**src/rtl/sob_pkg.sv**
```systemverilog
package sob_pkg;
   localparam int WORD_W   = 32;
   localparam int INC_POS  = 31;
   localparam int SIGN_POS = 15;
   localparam int MAG_W    = 15;
   localparam int MIN_CNT_W = MAG_W;
endpackage

```
**src/rtl/sob_word_decode.sv**
```systemverilog
module sob_word_decode
   import sob_pkg::*;
#(
   parameter int CNT_W = 15
) (
   input  logic [WORD_W-1:0] word_i,
   output logic              inc_o,
   output logic [CNT_W-1:0]  opnd_o
);
   // signed 16-bit amount formed by sign flag and magnitude field
   logic [MAG_W:0] sval;
   logic           unused_bits;

   assign sval        = {word_i[SIGN_POS], word_i[MAG_W-1:0]};
   assign inc_o       = word_i[INC_POS];
   assign unused_bits = ^{word_i[INC_POS-1:SIGN_POS+1], sval[MAG_W]};

   generate
      if (CNT_W <= MAG_W + 1) begin : g_trunc
         assign opnd_o = sval[CNT_W-1:0];
      end else begin : g_sext
         assign opnd_o = {{(CNT_W-MAG_W-1){sval[MAG_W]}}, sval};
      end
   endgenerate
endmodule

```
**src/rtl/sob_mon_defer.sv**
```systemverilog
module sob_mon_defer #(
   parameter int IDX_W = 3,
   parameter int CNT_W = 15
) (
   input  logic             clk,
   input  logic             rst_n,
   input  logic             mon_v_i,
   input  logic [IDX_W-1:0] mon_idx_i,
   input  logic             mon_inc_i,
   input  logic [CNT_W-1:0] mon_opnd_i,
   input  logic             bus_v_i,
   input  logic [IDX_W-1:0] bus_idx_i,
   output logic             lane_v_o,
   output logic [IDX_W-1:0] lane_idx_o,
   output logic             lane_inc_o,
   output logic [CNT_W-1:0] lane_opnd_o
);
   logic             pend_v;
   logic [IDX_W-1:0] pend_idx;
   logic             pend_inc;
   logic [CNT_W-1:0] pend_opnd;
   logic             cand_v;
   logic             clash;

   // a held write goes ahead of any new monitor write
   assign cand_v      = pend_v | mon_v_i;
   assign lane_idx_o  = pend_v ? pend_idx  : mon_idx_i;
   assign lane_inc_o  = pend_v ? pend_inc  : mon_inc_i;
   assign lane_opnd_o = pend_v ? pend_opnd : mon_opnd_i;
   assign clash       = cand_v && bus_v_i && (lane_idx_o == bus_idx_i);
   assign lane_v_o    = cand_v && !clash;

   always_ff @(posedge clk) begin
      if (!rst_n) begin
         pend_v    <= 1'b0;
         pend_idx  <= '0;
         pend_inc  <= 1'b0;
         pend_opnd <= '0;
      end else if (clash) begin
         pend_v    <= 1'b1;
         pend_idx  <= lane_idx_o;
         pend_inc  <= lane_inc_o;
         pend_opnd <= lane_opnd_o;
      end else if (pend_v && mon_v_i) begin
         pend_v    <= 1'b1;
         pend_idx  <= mon_idx_i;
         pend_inc  <= mon_inc_i;
         pend_opnd <= mon_opnd_i;
      end else begin
         pend_v    <= 1'b0;
      end
   end
endmodule

```
**src/rtl/sob_cell.sv**
```systemverilog
module sob_cell #(
   parameter int CNT_W = 15
) (
   input  logic             clk,
   input  logic             rst_n,
   input  logic             bus_sel_i,
   input  logic             bus_inc_i,
   input  logic [CNT_W-1:0] bus_opnd_i,
   input  logic             lane_sel_i,
   input  logic             lane_inc_i,
   input  logic [CNT_W-1:0] lane_opnd_i,
   output logic [CNT_W-1:0] cnt_o
);
   logic [CNT_W-1:0] cnt_q;
   logic [CNT_W-1:0] cnt_d;
   logic             use_inc;
   logic [CNT_W-1:0] opnd;

   always_comb begin
      use_inc = bus_sel_i ? bus_inc_i  : lane_inc_i;
      opnd    = bus_sel_i ? bus_opnd_i : lane_opnd_i;
      cnt_d   = cnt_q;
      if (bus_sel_i || lane_sel_i) begin
         cnt_d = use_inc ? (cnt_q + opnd) : opnd;
      end
   end

   always_ff @(posedge clk) begin
      if (!rst_n) cnt_q <= '0;
      else        cnt_q <= cnt_d;
   end

   assign cnt_o = cnt_q;
endmodule

```
**src/rtl/sob_counter_bank.sv**
```systemverilog
module sob_counter_bank
   import sob_pkg::*;
#(
   parameter int NUM_CNT = 8,
   parameter int CNT_W   = 15,
   parameter int BUS_AW  = 8,
   localparam int IDX_W  = $clog2(NUM_CNT)
) (
   input  logic                     clk,
   input  logic                     rst_n,
   input  logic                     bus_wr_en,
   input  logic [BUS_AW-1:0]        bus_wr_addr,
   input  logic [31:0]              bus_wr_data,
   input  logic [BUS_AW-1:0]        bus_rd_addr,
   output logic [31:0]              bus_rd_data,
   input  logic                     mon_wr_en,
   input  logic [IDX_W-1:0]         mon_wr_id,
   input  logic [31:0]              mon_wr_data,
   output logic [NUM_CNT*CNT_W-1:0] cnt_flat
);
   localparam int SLOT_W = BUS_AW - 2;
   localparam logic [SLOT_W-1:0] LAST_SLOT = SLOT_W'(NUM_CNT - 1);
   localparam logic [IDX_W-1:0]  LAST_IDX  = IDX_W'(NUM_CNT - 1);

   initial begin
      assert (NUM_CNT >= 2) else $fatal(1, "NUM_CNT must be at least 2");
      assert (CNT_W >= MIN_CNT_W && CNT_W <= WORD_W)
         else $fatal(1, "CNT_W out of range");
      assert (SLOT_W >= IDX_W) else $fatal(1, "BUS_AW too narrow for NUM_CNT");
   end

   logic [SLOT_W-1:0] wr_slot, rd_slot;
   logic              bus_hit, mon_hit, rd_hit;
   logic [IDX_W-1:0]  bus_idx, rd_idx;
   logic              bus_inc, mon_inc;
   logic [CNT_W-1:0]  bus_opnd, mon_opnd;
   logic              lane_v, lane_inc;
   logic [IDX_W-1:0]  lane_idx;
   logic [CNT_W-1:0]  lane_opnd;
   logic [CNT_W-1:0]  cnt [NUM_CNT];
   logic [CNT_W-1:0]  rd_val;
   logic              unused_addr;

   assign wr_slot     = bus_wr_addr[BUS_AW-1:2];
   assign rd_slot     = bus_rd_addr[BUS_AW-1:2];
   assign bus_idx     = wr_slot[IDX_W-1:0];
   assign rd_idx      = rd_slot[IDX_W-1:0];
   assign bus_hit     = bus_wr_en && (wr_slot <= LAST_SLOT);
   assign rd_hit      = (rd_slot <= LAST_SLOT);
   assign mon_hit     = mon_wr_en && (mon_wr_id <= LAST_IDX);
   assign unused_addr = ^{bus_wr_addr[1:0], bus_rd_addr[1:0]};

   sob_word_decode #(.CNT_W(CNT_W)) u_dec_bus (
      .word_i(bus_wr_data), .inc_o(bus_inc), .opnd_o(bus_opnd));

   sob_word_decode #(.CNT_W(CNT_W)) u_dec_mon (
      .word_i(mon_wr_data), .inc_o(mon_inc), .opnd_o(mon_opnd));

   sob_mon_defer #(.IDX_W(IDX_W), .CNT_W(CNT_W)) u_defer (
      .clk(clk), .rst_n(rst_n),
      .mon_v_i(mon_hit), .mon_idx_i(mon_wr_id), .mon_inc_i(mon_inc), .mon_opnd_i(mon_opnd),
      .bus_v_i(bus_hit), .bus_idx_i(bus_idx),
      .lane_v_o(lane_v), .lane_idx_o(lane_idx), .lane_inc_o(lane_inc), .lane_opnd_o(lane_opnd));

   generate
      for (genvar k = 0; k < NUM_CNT; k++) begin : g_cell
         sob_cell #(.CNT_W(CNT_W)) u_cell (
            .clk(clk), .rst_n(rst_n),
            .bus_sel_i(bus_hit && (bus_idx == IDX_W'(k))),
            .bus_inc_i(bus_inc), .bus_opnd_i(bus_opnd),
            .lane_sel_i(lane_v && (lane_idx == IDX_W'(k))),
            .lane_inc_i(lane_inc), .lane_opnd_i(lane_opnd),
            .cnt_o(cnt[k]));
         assign cnt_flat[k*CNT_W +: CNT_W] = cnt[k];
      end
   endgenerate

   assign rd_val = rd_hit ? cnt[rd_idx] : '0;

   generate
      if (CNT_W < WORD_W) begin : g_zext
         assign bus_rd_data = {{(WORD_W-CNT_W){1'b0}}, rd_val};
      end else begin : g_full
         assign bus_rd_data = rd_val;
      end
   endgenerate
endmodule

```
**config.mk**
```make
export PLATFORM = sky130hd
export DESIGN_NAME = sob_counter_bank
export DESIGN_NICKNAME = d
export VERILOG_FILES = /design/src/rtl/sob_pkg.sv /design/src/rtl/sob_word_decode.sv /design/src/rtl/sob_mon_defer.sv /design/src/rtl/sob_cell.sv /design/src/rtl/sob_counter_bank.sv
export SDC_FILE = /design/constraint.sdc
export NUM_CORES = 1
export LEC_CHECK = 0
export ABC_AREA = 1
export BUFFER_PORTS_ARGS = -buffer_cell sky130_fd_sc_hd__buf_2
export CAP_MARGIN = 20
export CORE_ASPECT_RATIO = 1.1
export CORE_MARGIN = 3
export CORE_UTILIZATION = 25
export DETAILED_ROUTE_END_ITERATION = 8
export PLACE_DENSITY = 0.51
export SYNTH_ARGS = -nofsm -noshare
export SYNTH_HDL_FRONTEND = slang
export SYNTH_SLANG_ARGS = --single-unit
```
**constraint.sdc**
```tcl
create_clock -name clk -period 4.8 [get_ports clk]
set_input_delay 1.44 -clock clk [delete_from_list [all_inputs] [get_ports clk]]
set_output_delay 1.44 -clock clk [all_outputs]
set_load 0.02 [all_outputs]
```
==> impl_metrics.csv <==
group,metric,value,unit
place,dpl_cell_area,17930,um2
power_and_ir_drop,p_int,2.533,mW
global_routing,antenna_found_initial,11,
cells_and_area,final_area,18590,um2
synthesis,ys_ff_latch,140,
floorplanning,fp.coreArea,63960,um2
timing,fmax,220.8,MHz
routing,dr_wl_met2,33.35,mm
synthesis,syn_area_per_cell,5.799,um2
worst_setup_path,crit_path_end_kind,"output port",
run_status,outcome,"complete, no violations",
worst_setup_path,required,3.36,ns
clocking,clockRootBuffer,"clkbuf_16",
floorplanning,die-width,248.7,um
timing,setup_viol_count_final,0,
global_routing,grtUsageTotal,0.2097,
floorplanning,start_util,0.2533,
routing,totalWireLength,73.69,mm
timing,whs,0.4808,ns
timing,setup_tns,0,ns
cells_and_area,final_common_cell,"nand2_1",
synthesis,synth-simple-area-share,0.3877,
synthesis,synth-async-reset-ratio,0,
worst_setup_path,start_kind,"input pin",
floorplanning,rows,97,
synthesis,ys_types,50,
worst_setup_path,cp_max_fo,40,
flow_run,maxCapViolations,0,
min_path,hold_path_class,"reg -> reg",
synthesis,yosys_warnings,0,
synthesis,synth.area.mux_share,0.001236,
global_routing,grt_pass1_wl,107.4,mm
clocking,cts_sinks,140,
synthesis,synth_compound_area_frac,0.1874,
cells_and_area,syn_to_final_growth,14.76,%
power_and_ir_drop,clockPowerShare,0.387,
clocking,cts_resized,0,
timing,finalHoldViolCount,0,
clocking,cts_setup_buffers,0,
synthesis,synthAdderAreaFrac,0.1149,
synthesis,mappedNetlistArea,16200,um2
routing,wl_per_cell,19.41,um
floorplanning,die-area,67910,um2
clocking,clock_latency,0.48,ns
synthesis,syn_inst,2794,
clocking,cts_tree,"yes",
cells_and_area,mostFrequentLayoutCells,"796 x nand2_1, 413 x nor2_1, 267 x inv_1",
timing,slew_violations,0,
routing,vias_per_cell,4.862,
place,dp_cells,3760,
timing,finalClockSkew,0.01500,ns
routing,remaining_drc_errors,0,
timing,maxSlewHeadroom,0.4186,
power_and_ir_drop,p_comb_frac,0.301,
clocking,cts_max_level,4,
floorplanning,boundaryPins,239,
routing,routed.top_layer,"met5",
cells_and_area,num-nets-final,3169,
power_and_ir_drop,peakVddDrop,0.2785,mV
global_routing,grt_pass1_vias,16900,
global_routing,grt_max_degree,55,
routing,drtAntennaViolNets,0,
synthesis,synthXorXnorAreaFrac,0.02432,
clocking,cts_buffer_depth,2,
clocking,clkTransAtPathRegs,0.07,ns
routing,wl_met1,31.69,mm
power_and_ir_drop,sw_frac_of_total,0.3814,
worst_setup_path,r2r-start,"u_defer.pend_v",
synthesis,ys.flop_type,"dfxtp_1",
worst_setup_path,cp.arrival,3.09,ns
power_and_ir_drop,seqPwrFrac,0.313,
timing,post-route-period-util,0.9434,
synthesis,synth-edff-count,0,
power_and_ir_drop,power_density,220.2,nW/um2
place,place_congestion,0.9502,
timing,layout_min_cycle_time,4.528,ns
worst_setup_path,crit_start,"bus_rd_addr[2]",
place,dp_hpwl,57.72,mm
timing,layout_setup_ws,0.2716,ns
power_and_ir_drop,p_leak,10.07,nW
routing,drt_iter0_drc,1648,
power_and_ir_drop,switchingPower,1.562,mW
synthesis,synth_seq_area_share,0.1730,
cells_and_area,fin_cells,3797,
timing,tightest_slew,0.8719,ns
clocking,cts_buffers,17,
synthesis,synth_top_family_by_area,"simple AND/OR/NAND/NOR gates",
place,numPortBuffers,185,
timing,rsz0062_at_grt,"false",
cells_and_area,fin_util,0.2907,
floorplanning,die_y,273.0,um
power_and_ir_drop,p_total,4.095,mW
min_path,min_path_cells,2,
worst_setup_path,reg2reg_depth,18,
routing,drt_first_pass_iters,6,
clocking,postCtsHoldBufs,0,
place,pre_cts_ws,0.2799,ns
routing,vias,18460,
min_path,hp-start,"u_defer.pend_opnd[6]",
routing,met3_length,5.432,mm
global_routing,overflow,0,
cells_and_area,drive_gt1_frac,0.1325,
worst_setup_path,path_class,"in -> out",
## power groups by stage
stage / combinational, mW / sequential (mW) / clock (mW)
detailed placement: 1.21 / 1.31 / 0
CTS: 1.22 / 1.28 / 1.61
global placement: 1.21 / 1.31 / 0
finish: 1.23 / 1.28 / 1.58
global route: 1.36 / 1.28 / 1.64
floorplan: 0.795 / 1.31 / 0
## flip-flops by register name (all words and copies together), names as in the netlist
name / count
g_cell.u_cell.cnt_o: 120
u_defer.pend_idx: 3
u_defer.pend_inc: 1
u_defer.pend_opnd: 15
u_defer.pend_v: 1
## critical path: stages
cell	delay, ns
buf_2	0.21
buf_12	0.22
o21ai_0	0.11
o22ai_1	0.30
o21ai_0	0.16
a31oi_1	0.38
buf_2	0.25
## logic make-up after synthesis
logic type	Yosys count
xor gates and xnor gates	45
AOI/OAI and AO/OA	545
adders and majority gates	144
and+or+nand+nor	1506
other	1
muxes	2
buffers and inverters	411
DFF	140
## final cells by class
cell class,instances,area [um2]
fill,7266,45370
multi-input combinational,2259,11660
sequential,140,2803
timing repair buffer,234,1334
inverter,286,1079
tap,841,1052
clock buffer,18,439.2
clock inverter,14,216.5
antenna,5,12.51
## final timing paths
check / end / slack (ns)
setup / recovery: bus_rd_data[13] / 0.27
hold / removal: u_defer.pend_opnd[6] / 0.48
setup reg to reg: g_cell[1].u_cell.cnt_o[12] / 1.20
hold reg to reg: u_defer.pend_opnd[6] / 0.48
## synth_stat cells, types with 3 or more instances
| library cell | number | area (um2) |
|---|---|---|
| a21oi_1 | 201 | 1006 |
| a21oi_2 | 6 | 52.55 |
| a31oi_1 | 9 | 56.30 |
| and2_1 | 11 | 68.82 |
| buf_2 | 29 | 145.1 |
| buf_4 | 25 | 187.7 |
| buf_6 | 15 | 168.9 |
| clkbuf_1 | 53 | 198.9 |
| dfxtp_1 | 140 | 2803 |
| fa_1 | 8 | 160.2 |
| ha_1 | 136 | 1702 |
| inv_1 | 267 | 1002 |
| inv_2 | 17 | 63.81 |
| nand2_1 | 796 | 2988 |
| nand2_2 | 14 | 87.58 |
| nand2_4 | 6 | 67.56 |
| nand3_1 | 172 | 860.8 |
| nand3_2 | 11 | 110.1 |
| nand3b_1 | 9 | 67.56 |
| nand4_1 | 24 | 150.1 |
| nor2_1 | 413 | 1550 |
| nor2_2 | 3 | 18.77 |
| nor3_1 | 16 | 80.08 |
| o21a_1 | 10 | 75.07 |
| o21ai_0 | 246 | 1231 |
| o21ai_1 | 25 | 125.1 |
| o21ai_2 | 15 | 131.4 |
| o221a_2 | 25 | 281.5 |
| or2_1 | 3 | 18.77 |
| or2_2 | 22 | 137.6 |
| xnor2_1 | 18 | 157.7 |
| xor2_1 | 27 | 236.5 |
## routing by layer
| metal | global-route usage | up-vias |
|---|---|---|
| met3 | 0.04292 | 110 |
| li1 | - | 9336 |
| met5 | 0 | - |
| met1 | 0.2662 | 8388 |
| met4 | 0.09278 | 8 |
| met2 | 0.3432 | 620 |
No activity file was read; power rests on OpenSTA's default activity.
